### src/rtl/islope_pkg.sv
// Shared definitions for the integrating converter sequencer.
// Assumes: the switch select vector is indexed by the SW_* constants below.
package islope_pkg;
    typedef enum logic [1:0] {
        PH_IDLE = 2'd0,
        PH_GAP  = 2'd1,
        PH_UP   = 2'd2,
        PH_DN   = 2'd3
    } phase_e;

    localparam int SW_N     = 3;
    localparam int SW_IN    = 0;
    localparam int SW_REF   = 1;
    localparam int SW_SHORT = 2;
endpackage

### src/rtl/islope_cnt.sv
// Phase timer shared by the integrate and de-integrate phases.
// Assumes: clr has priority over en. The owner never lets it wrap.
module islope_cnt #(
    parameter int W = 8
) (
    input  logic         clk,
    input  logic         rst_n,
    input  logic         clr,
    input  logic         en,
    output logic [W-1:0] cnt
);
    // Count clocks in the current phase.
    always_ff @(posedge clk) begin
        if (!rst_n)   cnt <= '0;
        else if (clr) cnt <= '0;
        else if (en)  cnt <= cnt + 1'b1;
    end
endmodule

### src/rtl/islope_fsm.sv
// Phase controller: idle, all-off gap, integrate (input or short), de-integrate.
// Assumes: cnt is cleared in every gap clock and counts while cnt_en is high.
// The quad pass flag is latched only when a start is accepted.
module islope_fsm
    import islope_pkg::*;
#(
    parameter int T_INT     = 16,
    parameter int MAX_DEINT = 100,
    parameter int CW        = 8
) (
    input  logic            clk,
    input  logic            rst_n,
    input  logic            start,
    input  logic            quad_en,
    input  logic            cmp_pos,
    input  logic [CW-1:0]   cnt,
    output logic            cnt_clr,
    output logic            cnt_en,
    output logic            launch,
    output logic            cap_off,
    output logic            cap_meas,
    output logic            tmo,
    output logic            busy,
    output logic [SW_N-1:0] sw_sel
);
    localparam logic [CW-1:0] UP_LAST = CW'(T_INT - 1);
    localparam logic [CW-1:0] DN_LAST = CW'(MAX_DEINT - 1);

    phase_e phase_q, phase_d;
    logic   off_pass_q, off_pass_d;
    logic   to_dn_q, to_dn_d;

    // Work out the next phase and the strobes of this clock.
    always_comb begin
        phase_d    = phase_q;
        off_pass_d = off_pass_q;
        to_dn_d    = to_dn_q;
        cnt_clr    = 1'b0;
        cnt_en     = 1'b0;
        launch     = 1'b0;
        cap_off    = 1'b0;
        cap_meas   = 1'b0;
        tmo        = 1'b0;
        unique case (phase_q)
            PH_IDLE: begin
                if (start) begin
                    launch     = 1'b1;
                    phase_d    = PH_GAP;
                    to_dn_d    = 1'b0;
                    off_pass_d = quad_en;
                end
            end
            PH_GAP: begin
                cnt_clr = 1'b1;
                phase_d = to_dn_q ? PH_DN : PH_UP;
            end
            PH_UP: begin
                cnt_en = 1'b1;
                if (cnt == UP_LAST) begin
                    phase_d = PH_GAP;
                    to_dn_d = 1'b1;
                end
            end
            PH_DN: begin
                if (!cmp_pos) begin
                    if (off_pass_q) begin
                        cap_off    = 1'b1;
                        off_pass_d = 1'b0;
                        to_dn_d    = 1'b0;
                        phase_d    = PH_GAP;
                    end else begin
                        cap_meas = 1'b1;
                        phase_d  = PH_IDLE;
                    end
                end else if (cnt == DN_LAST) begin
                    tmo        = 1'b1;
                    off_pass_d = 1'b0;
                    phase_d    = PH_IDLE;
                end else begin
                    cnt_en = 1'b1;
                end
            end
            default: phase_d = PH_IDLE;
        endcase
    end

    // Hold the phase and the pass bookkeeping.
    always_ff @(posedge clk) begin
        if (!rst_n) begin
            phase_q    <= PH_IDLE;
            off_pass_q <= 1'b0;
            to_dn_q    <= 1'b0;
        end else begin
            phase_q    <= phase_d;
            off_pass_q <= off_pass_d;
            to_dn_q    <= to_dn_d;
        end
    end

    // Decode the switch selects from the registered phase (all-off in idle and gap).
    always_comb begin
        sw_sel = '0;
        if (phase_q == PH_UP) begin
            if (off_pass_q) sw_sel[SW_SHORT] = 1'b1;
            else            sw_sel[SW_IN]    = 1'b1;
        end else if (phase_q == PH_DN) begin
            sw_sel[SW_REF] = 1'b1;
        end
    end

    assign busy = (phase_q != PH_IDLE);
endmodule

### src/rtl/islope_res.sv
// Result unit: keeps the offset count, subtracts it with a clamp at zero,
// and registers result, err and the done strobe.
// Assumes: launch, cap_off, cap_meas and tmo are mutually exclusive.
module islope_res #(
    parameter int CW    = 8,
    parameter int RES_W = 7
) (
    input  logic             clk,
    input  logic             rst_n,
    input  logic [CW-1:0]    cnt,
    input  logic             launch,
    input  logic             cap_off,
    input  logic             cap_meas,
    input  logic             tmo,
    output logic [RES_W-1:0] result,
    output logic             err,
    output logic             done
);
    logic [RES_W-1:0] off_q;
    logic [RES_W-1:0] meas;
    logic [RES_W-1:0] diff;

    assign meas = RES_W'(cnt);
    assign diff = (meas >= off_q) ? (meas - off_q) : '0;

    // Clear the offset on each start and capture it at the end of the offset pass.
    always_ff @(posedge clk) begin
        if (!rst_n)       off_q <= '0;
        else if (launch)  off_q <= '0;
        else if (cap_off) off_q <= meas;
    end

    // Register the outcome and pulse done once per conversion.
    always_ff @(posedge clk) begin
        if (!rst_n) begin
            result <= '0;
            err    <= 1'b0;
            done   <= 1'b0;
        end else begin
            done <= cap_meas | tmo;
            if (cap_meas) begin
                result <= diff;
                err    <= 1'b0;
            end else if (tmo) begin
                result <= '0;
                err    <= 1'b1;
            end
        end
    end
endmodule

### src/rtl/islope_seq.sv
// Top of the integrating converter sequencer.
// Assumes: cmp_pos is already synchronous to clk, and the analog front end
// follows sw_sel within one clock.
module islope_seq
    import islope_pkg::*;
#(
    parameter int T_INT     = 16,
    parameter int MAX_DEINT = 100,
    parameter int RES_W     = $clog2(MAX_DEINT + 1)
) (
    input  logic             clk,
    input  logic             rst_n,
    input  logic             start,
    input  logic             quad_en,
    input  logic             cmp_pos,
    output logic [2:0]       sw_sel,
    output logic             busy,
    output logic             done,
    output logic [RES_W-1:0] result,
    output logic             err
);
    localparam int CMAX = (T_INT > MAX_DEINT) ? T_INT : MAX_DEINT;
    localparam int CW   = $clog2(CMAX + 1);

    logic [CW-1:0] cnt;
    logic cnt_clr, cnt_en, launch, cap_off, cap_meas, tmo;

    islope_cnt #(.W(CW)) u_cnt (
        .clk(clk), .rst_n(rst_n), .clr(cnt_clr), .en(cnt_en), .cnt(cnt)
    );

    islope_fsm #(.T_INT(T_INT), .MAX_DEINT(MAX_DEINT), .CW(CW)) u_fsm (
        .clk(clk), .rst_n(rst_n), .start(start), .quad_en(quad_en),
        .cmp_pos(cmp_pos), .cnt(cnt), .cnt_clr(cnt_clr), .cnt_en(cnt_en),
        .launch(launch), .cap_off(cap_off), .cap_meas(cap_meas), .tmo(tmo),
        .busy(busy), .sw_sel(sw_sel)
    );

    islope_res #(.CW(CW), .RES_W(RES_W)) u_res (
        .clk(clk), .rst_n(rst_n), .cnt(cnt), .launch(launch),
        .cap_off(cap_off), .cap_meas(cap_meas), .tmo(tmo),
        .result(result), .err(err), .done(done)
    );
endmodule

### config.mk
export PLATFORM = sky130hd
export DESIGN_NAME = islope_seq
export DESIGN_NICKNAME = d
export VERILOG_FILES = /design/src/rtl/islope_pkg.sv /design/src/rtl/islope_cnt.sv /design/src/rtl/islope_fsm.sv /design/src/rtl/islope_res.sv /design/src/rtl/islope_seq.sv
export SDC_FILE = /design/constraint.sdc
export NUM_CORES = 1
export LEC_CHECK = 0
export BUFFER_PORTS_ARGS = -buffer_cell sky130_fd_sc_hd__buf_2
export CORE_ASPECT_RATIO = 0.6
export CORE_MARGIN = 4
export CORE_UTILIZATION = 50
export DETAILED_ROUTE_END_ITERATION = 10
export PLACE_DENSITY = 0.7
export SYNTH_ARGS = -nofsm -noshare
export SYNTH_HDL_FRONTEND = slang
export SYNTH_SLANG_ARGS = --single-unit
### constraint.sdc
create_clock -name clk -period 2.5 [get_ports clk]
set_input_delay 0.375 -clock clk [delete_from_list [all_inputs] [get_ports clk]]
set_output_delay 0.375 -clock clk [all_outputs]
set_load 0.01 [all_outputs]
# Yosys cells after proc, flatten, opt, wreduce, memory -nomap -nowiden

Cells that the tools add are included.

Flip-flop bits (word level): 27
Latch bits: 0
Memory bits (writable): 0
Bits in read-only memories: 0
Input port bits: 5
Output and inout port bits: 13
Memories: 0

Add/sub/neg operators: 2
Multipliers: 0
Divide/modulo/power cells: 0
Order comparisons: 1
Equality and inequality tests: 10
Shifts and indexed selects: 0
Muxes and demuxes: 38
Bitwise gates (word level): 2
Reductions and logical operators: 11

Operator list:

| kind                                          | number |
|---|---|
| 2-to-1 mux 1 bit                              | 27 |
| 2-to-1 mux 7 bit                              | 3 |
| 2-to-1 mux 2 bit                              | 4 |
| case mux 2 bit (4 select lines)               | 1 |
| adder 7 x 1 -> 7 bit, second input constant   | 1 |
| == test 7 x 4 -> 1 bit, second input constant | 1 |
| == test 7 bit, second input constant          | 1 |
| >= comparator 7 bit                           | 1 |
| subtractor 7 bit                              | 1 |
| AND reduction 3 bit                           | 2 |
| nonzero test 2 bit                            | 3 |
| OR reduction 2 bit                            | 3 |
| AND reduction 5 bit                           | 1 |
| == test 2 bit, second input constant          | 2 |
| != test 2 x 1 -> 1 bit, second input constant | 2 |
| != test 2 bit, second input constant          | 2 |
| case mux 1 bit (2 select lines)               | 2 |
| != test 3 x 2 -> 1 bit, second input constant | 1 |
| case mux 1 bit (3 select lines)               | 1 |
| nonzero test 3 bit                            | 1 |
| == test 2 x 1 -> 1 bit, second input constant | 1 |
| zero test 2 bit                               | 1 |
| NOT 1 bit                                     | 1 |
| OR 1 bit                                      | 1 |

# Logic depth before layout (Yosys ltp)

Depth in word-level cells: 6
Mapped depth: 8
Mapped depth without buffers: 8

# By module

Synthesis repeated with hierarchy kept, for this count alone.

Cells, all modules: 173
Area, all modules: 1517.7 µm²

Modules (own cells, without submodules):

| module     | times used | cells each | area each (µm²) | sequential area each (µm²) |
|---|---|---|---|---|
| islope_res | 1          | 101        | 904.6           | 320.3 |
| islope_fsm | 1          | 42         | 334.1           | 80.1 |
| islope_cnt | 1          | 30         | 279.0           | 140.1 |

# Worst setup path before layout

Ideal clock, no wire load.

Path type: register -> register
Start point: reg u_cnt.cnt[0]
End point: reg u_res.result[6]
Setup time: 117 ps
Data arrival time: 1766 ps
Required time: 2383 ps
Setup slack: 617 ps
Stages on the path, launching flop included: 9
Path buffers: 0
Period minus slack after synthesis: 1883 ps
Path through: dfxtp_1 > inv_1 > ha_1 > fa_1 > nor2b_1 > o31a_1 > o21a_1 > or3_1 > a32o_1

Longest elaborated chain between the ends: 5

RTL lines:

| item                                                                     | RTL line         | text |
|---|---|---|
| start, declared                                                          | islope_cnt.sv:10 | `output logic [W-1:0] cnt` |
| start signal, assigned                                                   | islope_cnt.sv:16 | `else if (en) cnt <= cnt + 1'b1;` |
| parallel branches: the longest is 5 deep, another holds subtractor 7 bit | -                |  |
| end signal, assigned                                                     | islope_res.sv:42 | `result <= diff;` |
| end, declared                                                            | islope_res.sv:15 | `output logic [RES_W-1:0] result,` |

Parallel ways; which one is timed is not known.
A chain may end at the register's enable or synchronous reset.

# Final worst setup path

Start point: reg u_cnt.cnt[2]
End point: reg u_res.result[6]

The elaborated chain is that of the path after synthesis.

==> metrics <==
status=complete, no violations; PnR Total Power=between 0.9 and 1 mW; DIE AREA=0.00399 sq mm; share of post-route cells with drive strength above 1=0.120; Min-Delay Path Class=in -> reg; FF-to-FF path depth=6; PD cells=571 mW/mm^2; Via density=5.26; top post-synthesis cells by area=dfxtp_1 (36%), ha_1 (12%), nor2_1 (7.0%); worst path bufs/invs=0; number of flops mapped to enable cells by yosys=0; most frequent cell after synthesis=nor2_1; fin crit period=2.10 ns; setup TNS=0 ns; worst vdd ir=0.329 mV; leading cell types by count after synthesis=nor2_1 (28), dfxtp_1 (27), a21oi_1 (14), ha_1 (14), nand2_1 (14); DRC viols=0; CP Max Fanout=8; DR WL met2=1390 microns; Lkg Pwr=approximately 0.73 nW; # hold bufs at CTS=0; placed cells=238; final WL=between 3000 and 4000 microns; Port Buffer Count=17; Cell Area, Synth=roughly 0.0015 sq mm; Max-slew headroom=0.652; Async SR Flop Fraction=0; Post-CTS Setup Repair Bufs=0; WL per Instance=13.0 microns; P&R area growth vs syn=11.6%; initial antenna violation count=0; clock transition at the registers of the reported paths=0.09 ns; vias in the first global route=1226; # fillers=268; antenna cells=0; largest net degree at the start of global routing=15; Final Hold Fails=0; CTS tree=yes; M1 wire length=1560 microns; Pre-antenna DRT Iters=4; Synth top area share=0.359; routed wl met3=about 160 microns; initial DRC count=78; DIE WIDTH=78.9 microns; Post-CTS Resized=0; Mapped Cells=182; CTS Root Cell=clkbuf_8; non-filler cells, final=242; via count=1273; crit path kind=reg -> reg; RSZ-0062 raised after global routing=false; number of synthesized register bits=27; Chip Height=50.5 microns; core area=0.00287 sq mm; worst-margin pin slew=0.520 ns; starting density of the core=0.525; fin crit share=0.842; first-pass GRT wire length=5570 microns; gr ovfl total=0; CTS Buf Count=3; Critical Path, Cell by Cell=ha_1 -> nor2b_1 -> o31a_1 -> o21a_1 -> or3_1 -> a32o_1; synth warn=0; Post-Syn Nets=202; io pins=18; syn_area_per_cell=8.28 sq um; GP Congestion=approximately 0.90; Yosys cell types=34; critical path arrival=between 2 and 2.5 ns; setup violators final=0; crit-path max cell delay=0.48 ns; CP Launch Type=register; number of routed nets with antenna violations=0; post-synthesis sequential area ratio=0.359; skew final=0.00645 ns; FMAX=0.475 GHz; Slew Limit Fails=0; hpwl dp=2360 microns; Final #Nets=about 220; DR top layer=met4; Critical Path Stages=6; hold path depth=3; H-Tree Depth=1; Clock Sinks=27; Critical-path top delay cell=dfxtp_1; area leader, netlist=dfxtp_1; max-cap violations=0; # rows=15; post-route design area=0.00168 sq mm; GRT Util Overall=0.176; DP Area=0.00164 sq mm; CTS Buffer Depth=2; worst endpoint required time=2.68 ns; Skew-Pair Late Insertion Delay=0.27 ns; Top FF cell, synth=dfxtp_1; delay-heaviest family, CP=compound AO/OA/AOI/OAI gates; Worst setup EP type=register
-- kinds of logic (layout without fill, tap and decap cells) --
logic type	after synthesis	after routing	synth area share
xor gates and xnor gates	6	6	0.0349
and+or+nand+nor	71	71	0.231
muxes	6	6	0.0398
adders and majority gates	15	15	0.129
AOI/OAI and AO/OA	39	39	0.162
buffers and inverters	18	36	0.0448
DFF	27	27	0.359
-- state kept, by name (all words and copies together) (netlist names) --
| signal | cells |
|---|---|
| u_res.done | 1 |
| u_cnt.cnt | 7 |
| u_res.err | 1 |
| u_res.result | 7 |
| u_res.off_q | 7 |
| u_fsm.to_dn_q | 1 |
| u_fsm.off_pass_q | 1 |
| u_fsm.phase_q | 2 |
-- worst register-to-register path, cell delays in order (launching register included) --
cell and delay (ns):
dfxtp_1 0.48, ha_1 0.36, nor2b_1 0.19, o31a_1 0.25, o21a_1 0.18, or3_1 0.31
a32o_1 0.25
-- path summary, 6_finish.rpt --
check | startpoint | end | slack (ns)
max | u_cnt.cnt[2] | u_res.result[6] | 0.40
min | quad_en | u_fsm.off_pass_q | 0.35
max reg2reg | u_cnt.cnt[2] | u_res.result[6] | 0.40
min reg2reg | u_res.result[1] | u_res.result[1] | 0.46
-- metal layers --
layer,vias up,track usage
li1,665,-
met1,573,0.240
met2,31,0.269
met3,4,0.0448
met4,0,0.0629
met5,-,0
-- power by group --
group	leakage, nW	switching, mW	total, mW	internal, mW
clock network	0.0228	0.135	0.249	0.114
registers	0.218	0.0285	0.480	0.451
logic	0.493	0.140	0.233	0.0927
total	0.734	0.303	0.961	0.658
-- cell usage in the layout (no fill, tap or decap), types with 5 or more instances in the layout --
cell type / instances
nor2_1: 28
dfxtp_1: 27
buf_2: 17
nand2_1: 14
a21oi_1: 14
ha_1: 14
inv_1: 13
o21ai_0: 11
nor2b_1: 7
mux2i_1: 6
xnor2_1: 5
-- through the flow --
step / utilization / setup slack, ns / hold WS (ns)
2_1_floorplan: - / 0.617 / 0.459
5_1_grt: 0.586 / 0.255 / 0.406
3_5_place_dp: 0.570 / 0.426 / 0.444
6_report: 0.586 / 0.396 / 0.353
3_3_place_gp: 0.570 / 0.491 / 0.442
4_1_cts: 0.586 / 0.392 / 0.355
-- area by class of cell --
cell class                 count  area (sq um)  share of cell area
multi-input combinational    137           900               0.535
sequential                    27           541               0.321
timing repair buffer          18          92.6              0.0550
inverter                      14          52.6              0.0312
tap                           42          52.6              0.0312
clock buffer                   4          45.0              0.0268
Power figures use the tool's default switching activity.
